**config.mk**
```make
export PLATFORM = sky130hd
export DESIGN_NAME = pst_trace_enc
export DESIGN_NICKNAME = d
export VERILOG_FILES = /design/src/rtl/pst_trace_pkg.sv /design/src/rtl/pst_event_arb.sv /design/src/rtl/pst_mode_ctl.sv /design/src/rtl/pst_payload.sv /design/src/rtl/pst_trace_enc.sv
export SDC_FILE = /design/constraint.sdc
export NUM_CORES = 1
export LEC_CHECK = 0
export BUFFER_PORTS_ARGS = -buffer_cell sky130_fd_sc_hd__clkbuf_2
export CORE_MARGIN = 2
export CORE_UTILIZATION = 36
export DETAILED_ROUTE_END_ITERATION = 12
export HOLD_SLACK_MARGIN = 0.02
export PLACE_DENSITY = 0.62
export SLEW_MARGIN = 20
export SYNTH_ARGS = -nofsm -noshare
export SYNTH_HDL_FRONTEND = slang
export SYNTH_HIERARCHICAL = 1
export SYNTH_SLANG_ARGS = --single-unit
```
**constraint.sdc**
```tcl
create_clock -name clk -period 5.2 [get_ports clk]
set_clock_uncertainty 0.2 [all_clocks]
set_input_delay 0.26 -clock clk [delete_from_list [all_inputs] [get_ports clk]]
set_output_delay 0.26 -clock clk [all_outputs]
set_load 0.01 [all_outputs]
```
**src/rtl/pst_trace_pkg.sv**
```systemverilog
// Package: shared status codes and core-mode type for the trace encoder.
// Assumes 4-bit status codes as listed in the block requirements.
package pst_trace_pkg;

    typedef enum logic [3:0] {
        PST_CONT   = 4'h0,
        PST_BEGIN  = 4'h1,
        PST_USER   = 4'h3,
        PST_DWRITE = 4'h4,
        PST_BRANCH = 4'h5,
        PST_RTE    = 4'h7,
        PST_MARK1  = 4'h8,
        PST_MARK2  = 4'h9,
        PST_MARK3  = 4'hA,
        PST_MARK4  = 4'hB,
        PST_EXC    = 4'hC,
        PST_EMU    = 4'hD,
        PST_STOP   = 4'hE,
        PST_HALT   = 4'hF
    } pst_code_e;

    typedef enum logic [2:0] {
        MODE_RUN,
        MODE_EXC,
        MODE_EMU,
        MODE_STOP,
        MODE_HALT
    } core_mode_e;

endpackage

```
**src/rtl/pst_event_arb.sv**
```systemverilog
// Module: pst_event_arb
// Picks one event per cycle by fixed priority, produces its status code,
// the mode it enters (if any) and the payload request it carries.
// Assumes: purely combinational; the caller disables it while a mode holds.
module pst_event_arb
    import pst_trace_pkg::*;
#(
    parameter int DATA_W = 32,
    parameter int CFG_W  = 3,
    parameter int BC_W   = 3
) (
    input  logic              in_run,
    input  logic              ev_begin,
    input  logic              ev_branch,
    input  logic [DATA_W-1:0] br_target,
    input  logic              ev_user,
    input  logic              ev_rte,
    input  logic              ev_pulse,
    input  logic              ev_wdata,
    input  logic [1:0]        wsize,
    input  logic [DATA_W-1:0] wdata,
    input  logic              ev_exc,
    input  logic              ev_emu,
    input  logic              ev_stop,
    input  logic              ev_halt,
    input  logic [CFG_W-1:0]  cfg_br_bytes,
    output logic              ev_valid,
    output logic [3:0]        ev_code,
    output core_mode_e        enter_mode,
    output logic              req_valid,
    output logic [BC_W-1:0]   req_bytes,
    output logic [DATA_W-1:0] req_data
);

    localparam int MAX_BYTES = DATA_W / 8;
    localparam logic [CFG_W-1:0] MAX_CFG  = CFG_W'(MAX_BYTES);
    localparam logic [BC_W-1:0]  MAX_BC   = BC_W'(MAX_BYTES);

    logic [BC_W-1:0] wr_bytes;
    logic [BC_W-1:0] br_bytes;

    // Operand size to byte count for data writes.
    always_comb begin
        case (wsize)
            2'd0:    wr_bytes = BC_W'(1);
            2'd1:    wr_bytes = BC_W'(2);
            default: wr_bytes = MAX_BC;
        endcase
    end

    // Configured branch address byte count, clamped to the data width.
    always_comb begin
        if (cfg_br_bytes > MAX_CFG) br_bytes = MAX_BC;
        else                        br_bytes = BC_W'(cfg_br_bytes);
    end

    // Fixed-priority selection of the single event shown this cycle.
    always_comb begin
        ev_valid   = 1'b0;
        ev_code    = PST_CONT;
        enter_mode = MODE_RUN;
        req_valid  = 1'b0;
        req_bytes  = '0;
        req_data   = '0;
        if (in_run) begin
            if (ev_halt) begin
                ev_valid = 1'b1; ev_code = PST_HALT; enter_mode = MODE_HALT;
            end else if (ev_emu) begin
                ev_valid = 1'b1; ev_code = PST_EMU;  enter_mode = MODE_EMU;
            end else if (ev_exc) begin
                ev_valid = 1'b1; ev_code = PST_EXC;  enter_mode = MODE_EXC;
            end else if (ev_stop) begin
                ev_valid = 1'b1; ev_code = PST_STOP; enter_mode = MODE_STOP;
            end else if (ev_rte) begin
                ev_valid = 1'b1; ev_code = PST_RTE;
            end else if (ev_user) begin
                ev_valid = 1'b1; ev_code = PST_USER;
            end else if (ev_wdata) begin
                ev_valid  = 1'b1; ev_code = PST_DWRITE;
                req_valid = 1'b1;
                req_bytes = wr_bytes;
                req_data  = wdata;
            end else if (ev_pulse) begin
                ev_valid = 1'b1; ev_code = PST_DWRITE;
            end else if (ev_branch) begin
                ev_valid  = 1'b1; ev_code = PST_BRANCH;
                req_valid = (cfg_br_bytes != '0);
                req_bytes = br_bytes;
                req_data  = br_target;
            end else if (ev_begin) begin
                ev_valid = 1'b1; ev_code = PST_BEGIN;
            end
        end
    end

endmodule

```
**src/rtl/pst_mode_ctl.sv**
```systemverilog
// Module: pst_mode_ctl
// Tracks the multi-cycle core modes (exception, emulator, stopped, halted),
// reports whether a mode code owns the status port and which code it is.
// Assumes: entries come only from the arbiter while in MODE_RUN.
module pst_mode_ctl
    import pst_trace_pkg::*;
(
    input  logic       clk,
    input  logic       rst_n,
    input  core_mode_e enter_mode,
    input  logic       exc_done,
    input  logic       wake,
    input  logic       restart,
    output logic       in_run,
    output logic       busy,
    output logic [3:0] busy_code
);

    core_mode_e mode_q;
    logic       leave;

    // Exit condition for the current mode.
    always_comb begin
        case (mode_q)
            MODE_EXC, MODE_EMU: leave = exc_done;
            MODE_STOP:          leave = wake;
            MODE_HALT:          leave = restart;
            default:            leave = 1'b0;
        endcase
    end

    // Code held on the status port while a mode stays active.
    always_comb begin
        case (mode_q)
            MODE_EXC:  busy_code = PST_EXC;
            MODE_EMU:  busy_code = PST_EMU;
            MODE_STOP: busy_code = PST_STOP;
            MODE_HALT: busy_code = PST_HALT;
            default:   busy_code = PST_CONT;
        endcase
    end

    assign in_run = (mode_q == MODE_RUN);
    assign busy   = !in_run && !leave;

    // Mode state register: enter from run, return to run on exit.
    always_ff @(posedge clk) begin
        if (!rst_n)       mode_q <= MODE_RUN;
        else if (in_run)  mode_q <= enter_mode;
        else if (leave)   mode_q <= MODE_RUN;
    end


    halt_ignores_wake_chk: assert property (@(posedge clk) disable iff (!rst_n)
        (mode_q == MODE_HALT && !restart) |=> (mode_q == MODE_HALT));

endmodule

```
**src/rtl/pst_payload.sv**
```systemverilog
// Module: pst_payload
// Holds one pending payload request and serializes the active payload onto
// the data nibble, low nibble of the low byte first. Flags dropped requests.
// Assumes: req_valid and mark_go are never high in the same cycle, and
// DATA_W is a multiple of 8 no larger than 32.
module pst_payload #(
    parameter int DATA_W = 32,
    parameter int BC_W   = 3
) (
    input  logic              clk,
    input  logic              rst_n,
    input  logic              req_valid,
    input  logic [BC_W-1:0]   req_bytes,
    input  logic [DATA_W-1:0] req_data,
    input  logic              mark_go,
    output logic              can_mark,
    output logic [3:0]        mark_code,
    output logic [3:0]        ddata,
    output logic              overflow
);

    localparam int MAX_BYTES = DATA_W / 8;
    localparam int NIB_W     = $clog2(2 * MAX_BYTES + 1);

    logic              pend_v;
    logic [BC_W-1:0]   pend_bytes;
    logic [DATA_W-1:0] pend_data;
    logic [DATA_W-1:0] sh_q;
    logic [NIB_W-1:0]  left_q;
    logic [3:0]        ddata_q;
    logic              ovf_q;

    // A marker may go when a request waits and at most one nibble remains.
    assign can_mark = pend_v && (left_q <= NIB_W'(1));

    // Marker code for the pending byte count.
    always_comb begin
        case (pend_bytes)
            BC_W'(1): mark_code = 4'h8;
            BC_W'(2): mark_code = 4'h9;
            BC_W'(3): mark_code = 4'hA;
            default:  mark_code = 4'hB;
        endcase
    end

    // Pending slot: fill on request when empty, drain when the marker goes.
    always_ff @(posedge clk) begin
        if (!rst_n) begin
            pend_v     <= 1'b0;
            pend_bytes <= '0;
            pend_data  <= '0;
        end else if (mark_go) begin
            pend_v <= 1'b0;
        end else if (req_valid && !pend_v) begin
            pend_v     <= 1'b1;
            pend_bytes <= req_bytes;
            pend_data  <= req_data;
        end
    end

    // Sticky drop flag for requests that find the slot full.
    always_ff @(posedge clk) begin
        if (!rst_n)                               ovf_q <= 1'b0;
        else if (req_valid && pend_v && !mark_go) ovf_q <= 1'b1;
    end

    // Shift register and nibble counter for the active payload.
    always_ff @(posedge clk) begin
        if (!rst_n) begin
            sh_q   <= '0;
            left_q <= '0;
        end else if (mark_go) begin
            sh_q   <= pend_data;
            left_q <= NIB_W'({pend_bytes, 1'b0});
        end else if (left_q != '0) begin
            sh_q   <= sh_q >> 4;
            left_q <= left_q - NIB_W'(1);
        end
    end

    // Registered data nibble: current low nibble while active, else zero.
    always_ff @(posedge clk) begin
        if (!rst_n)              ddata_q <= 4'h0;
        else if (left_q != '0)   ddata_q <= sh_q[3:0];
        else                     ddata_q <= 4'h0;
    end

    assign ddata    = ddata_q;
    assign overflow = ovf_q;


    overflow_sticky_chk: assert property (@(posedge clk) disable iff (!rst_n)
        ovf_q |=> ovf_q);


    drop_keeps_pending_chk: assert property (@(posedge clk) disable iff (!rst_n)
        (req_valid && pend_v && !mark_go) |=> ($stable(pend_data) && pend_v));


    idle_data_zero_chk: assert property (@(posedge clk) disable iff (!rst_n)
        (ddata_q != 4'h0) |-> $past(left_q != '0));

endmodule

```
**src/rtl/pst_trace_enc.sv**
```systemverilog
// Module: pst_trace_enc (top)
// Merges mode codes, event codes and byte-count markers onto the status
// nibble, one registered value per cycle, and drives the data nibble.
// Assumes: events are sampled on the rising edge and appear one cycle later.
module pst_trace_enc
    import pst_trace_pkg::*;
#(
    parameter int DATA_W = 32,
    parameter int CFG_W  = 3
) (
    input  logic              clk,
    input  logic              rst_n,
    input  logic              ev_begin,
    input  logic              ev_branch,
    input  logic [DATA_W-1:0] br_target,
    input  logic              ev_user,
    input  logic              ev_rte,
    input  logic              ev_pulse,
    input  logic              ev_wdata,
    input  logic [1:0]        wsize,
    input  logic [DATA_W-1:0] wdata,
    input  logic              ev_exc,
    input  logic              ev_emu,
    input  logic              ev_stop,
    input  logic              ev_halt,
    input  logic              exc_done,
    input  logic              wake,
    input  logic              restart,
    input  logic [CFG_W-1:0]  cfg_br_bytes,
    output logic [3:0]        pst,
    output logic [3:0]        ddata,
    output logic              overflow
);

    localparam int BC_W = $clog2(DATA_W / 8 + 1);

    logic              in_run;
    logic              busy;
    logic [3:0]        busy_code;
    logic              ev_valid;
    logic [3:0]        ev_code;
    core_mode_e        enter_mode;
    logic              req_valid;
    logic [BC_W-1:0]   req_bytes;
    logic [DATA_W-1:0] req_data;
    logic              can_mark;
    logic [3:0]        mark_code;
    logic              mark_go;
    logic [3:0]        pst_d;
    logic [3:0]        pst_q;

    pst_event_arb #(.DATA_W(DATA_W), .CFG_W(CFG_W), .BC_W(BC_W)) u_arb (
        .in_run       (in_run),
        .ev_begin     (ev_begin),
        .ev_branch    (ev_branch),
        .br_target    (br_target),
        .ev_user      (ev_user),
        .ev_rte       (ev_rte),
        .ev_pulse     (ev_pulse),
        .ev_wdata     (ev_wdata),
        .wsize        (wsize),
        .wdata        (wdata),
        .ev_exc       (ev_exc),
        .ev_emu       (ev_emu),
        .ev_stop      (ev_stop),
        .ev_halt      (ev_halt),
        .cfg_br_bytes (cfg_br_bytes),
        .ev_valid     (ev_valid),
        .ev_code      (ev_code),
        .enter_mode   (enter_mode),
        .req_valid    (req_valid),
        .req_bytes    (req_bytes),
        .req_data     (req_data)
    );

    pst_mode_ctl u_mode (
        .clk        (clk),
        .rst_n      (rst_n),
        .enter_mode (enter_mode),
        .exc_done   (exc_done),
        .wake       (wake),
        .restart    (restart),
        .in_run     (in_run),
        .busy       (busy),
        .busy_code  (busy_code)
    );

    pst_payload #(.DATA_W(DATA_W), .BC_W(BC_W)) u_pay (
        .clk       (clk),
        .rst_n     (rst_n),
        .req_valid (req_valid),
        .req_bytes (req_bytes),
        .req_data  (req_data),
        .mark_go   (mark_go),
        .can_mark  (can_mark),
        .mark_code (mark_code),
        .ddata     (ddata),
        .overflow  (overflow)
    );

    // The marker only takes a status slot that no mode or event claims.
    assign mark_go = !busy && !ev_valid && can_mark;

    // Status slot selection: mode hold, then event, then marker, else continue.
    always_comb begin
        if (busy)          pst_d = busy_code;
        else if (ev_valid) pst_d = ev_code;
        else if (mark_go)  pst_d = mark_code;
        else               pst_d = PST_CONT;
    end

    // Registered status nibble.
    always_ff @(posedge clk) begin
        if (!rst_n) pst_q <= PST_CONT;
        else        pst_q <= pst_d;
    end

    assign pst = pst_q;


    no_reserved_code_chk: assert property (@(posedge clk) disable iff (!rst_n)
        (pst_q != 4'h2) && (pst_q != 4'h6));


    halt_hold_chk: assert property (@(posedge clk) disable iff (!rst_n)
        (pst_q == PST_HALT && !restart) |=> (pst_q == PST_HALT));


    marker_then_data_chk: assert property (@(posedge clk) disable iff (!rst_n)
        (pst_q[3:2] == 2'b10) |=> (pst_q[3:2] != 2'b10));

endmodule

```
==> metrics.cfg <==
[run_status]
status = complete, no violations

[clocking]
cts.path.max_buffers = 2
cts_num_sinks = 84
clkTransAtPathRegs_ns = 0.06
cts_buffers = 9
htree_levels = 3
cts-hold-fix-buffers = 0
worstSkewPairLatency_ns = 0.34
cts-resized-gates = 0
cts_tree = done
cts_setup_buffers = 0
clockRootBuffer = clkbuf_16

[yosys]
ys_types = 49
synth_fp_nets = 621
synthFlopType = dfxtp_1
ys_ff_latch = 84
syn_inst = 537
synth_edf_count = 0
yosysWarnings = 6
syn_area_mm2 = 0.00426
ys_seq_area_frac = 0.395
async_flop_share = 0
avgSynthCellArea_um2 = 7.94

[floorplanning]
die_w_um = 113
start_util = 0.372
rows = 39
ios = 93
core_mm2 = 0.0115
die_h_um = 113
die_area_mm2 = 0.0127

[critical_path]
arrival_ns = 3.74
worstSetupPathType = register to register
critPathMaxFanout = 35
slowest_stage = or3b_2
end_kind = register
worstPathCellList = nor3_1, inv_1, a41oi_1, nor3b_2, buf_4, or3b_2, nand2_1, a21boi_0
cpPeakStageDelay_ns = 0.79
path_buf_inv = 2
path_delay_family = simple AND/OR/NAND/NOR gates
worstSetupStartpointType = register
worstPathRequired_ns = 5.23

[power]
vdd_ir_drop_max_mv = 0.138
intPower_uw = 1120
p_switching_uw = 460
p_sw_frac = 0.291
pwr-share-comb = 0.177
clkPwrFrac = 0.385
p_leak_uw = 0.00180
seqPwrFrac = 0.439
power_density_mw_per_mm2 = 319

[place]
post-place-ws_ns = 1.56
gp_congestion = 0.739
dpl_cell_area_mm2 = 0.00466
dp_hpwl_um = 6960
io_buffers = 92
numPlacedInstances = 731

[final_layout]
multiInputGateArea_mm2 = 0.00225
fill_cells = 1139
register_area_mm2 = 0.00168
final_nets = 684
area_growth_pct = 16.3
layout_common_cells = nand2_1, clkbuf_2, dfxtp_1, nor2_1, a21boi_0
drive_gt1_frac = 0.225
final_common_cell = nand2_1
fin_cells = 748
diodes = 0
fin_area_mm2 = 0.00495

[global_route]
grt_antenna_before_repair = 0
grt_max_degree = 82
grt_pass1_vias = 3660
track_usage = 0.164
grt_pass1_wl_um = 17200
overflow = 0

[routing]
drc = 0
drtIter0Drc = 222
postRouteAntennaNets = 0
firstDrtPassIters = 5
vias = 3889
wl_um = 10300
wl_per_cell_um = 13.7
vias_per_cell = 5.20

[sta]
slew_violations = 0
period_needed_ns = 3.72
setup_viol = 0
fin_crit_sh = 0.715
fmax_ghz = 0.269
hold_slack_ns = 0.109
setup_tns_ns = 0
maxSlewHeadroom = 0.394
fin_ws_ns = 1.48
finalHoldViolations = 0
rsz0062_at_grt = no
tightest_slew_ns = 0.909

[hold_path]
min_path_type = primary input to register

[run]
drv_cap = 0

[worst min-delay path, delay by kind of cell]
family | cells | cell delay [ns]
and+or+nand+nor | 2 | 0.12
AOI/OAI and AO/OA | 2 | 0.13
buffers and inverters | 1 | 0.09
[sequential cells by signal, indices dropped and copies added, names as in the netlist]
name and count:
u_pay/left_q 4, u_pay/pend_v 1, u_pay/overflow 1, pst 4, u_mode/mode_q 3, u_pay/sh_q 32
u_pay/pend_bytes 3, u_pay/ddata 4, u_pay/pend_data 32
[area by class of cell]
| class | instances | area share |
|---|---|---|
| Clock buffer | 9 | 0.0455 |
| Clock inverter | 7 | 0.0119 |
| Inverter | 13 | 0.00985 |
| Multi-Input combinational cell | 394 | 0.455 |
| Sequential cell | 84 | 0.339 |
| Tap cell | 143 | 0.0361 |
| Timing Repair Buffer | 98 | 0.103 |
[synthesized netlist by cell type (all sizes together), types with 2 or more instances]
cell / number / area share
a211oi: 8 / 0.019
a21boi: 42 / 0.074
a21oi: 9 / 0.011
a221oi: 4 / 0.014
a22oi: 33 / 0.058
a31oi: 25 / 0.037
and3: 5 / 0.0073
buf: 30 / 0.056
clkbuf: 16 / 0.014
conb: 2 / 0.0018
dfxtp: 84 / 0.39
inv: 13 / 0.011
nand2: 120 / 0.11
nand2b: 4 / 0.0059
nand3: 9 / 0.014
nand3b: 6 / 0.011
nor2: 48 / 0.043
nor2b: 3 / 0.0044
nor3: 15 / 0.019
nor3b: 5 / 0.012
nor4: 3 / 0.011
o21a: 2 / 0.0035
o21ai: 35 / 0.041
o31a: 2 / 0.0041
xor2: 2 / 0.0041
[layer usage]
| layer | vias to the layer above | routed length [µm] | global-route usage |
|---|---|---|---|
| met5 | - | 0 | 0 |
| met4 | 0 | 195 | 0.0691 |
| met3 | 18 | 478 | 0.0295 |
| met2 | 107 | 4480 | 0.251 |
| met1 | 1772 | 5110 | 0.228 |
| li1 | 1992 | - | - |
[power groups by stage]
stage | logic [µW] | registers [µW] | clock network (µW)
after floorplan | 212 | 705 | 0
after global placement | 267 | 706 | 0
after detailed placement | 277 | 707 | 0
after CTS | 278 | 693 | 620
after global routing | 308 | 696 | 650
final | 279 | 693 | 608
[logic make-up after synthesis]
kind of cell | Yosys count | synth area share
compound gates | 164 | 0.270
xor+xnor | 3 | 0.00617
buf+inv | 59 | 0.0813
flops | 84 | 0.395
other cells | 2 | 0.00176
simple gates | 225 | 0.246
[through the flow]
stage          power, µW  utilization
4_1_cts             1590        0.431
3_5_place_dp         984        0.406
5_1_grt             1650        0.432
6_report            1580        0.432
2_1_floorplan        917            -
3_3_place_gp         973        0.406
[worst paths after layout]
kind / start / cells after the start / slack, ns / endpoint
max: u_mode/mode_q[0] / 8 / 1.48 / u_pay/pend_data[11]
max reg2reg: u_mode/mode_q[0] / 8 / 1.48 / u_pay/pend_data[11]
min reg2reg: u_pay/pend_data[1] / 2 / 0.26 / u_pay/pend_data[1]
min: cfg_br_bytes[1] / 5 / 0.11 / u_pay/pend_bytes[1]
(Power assumes the default switching activity.)
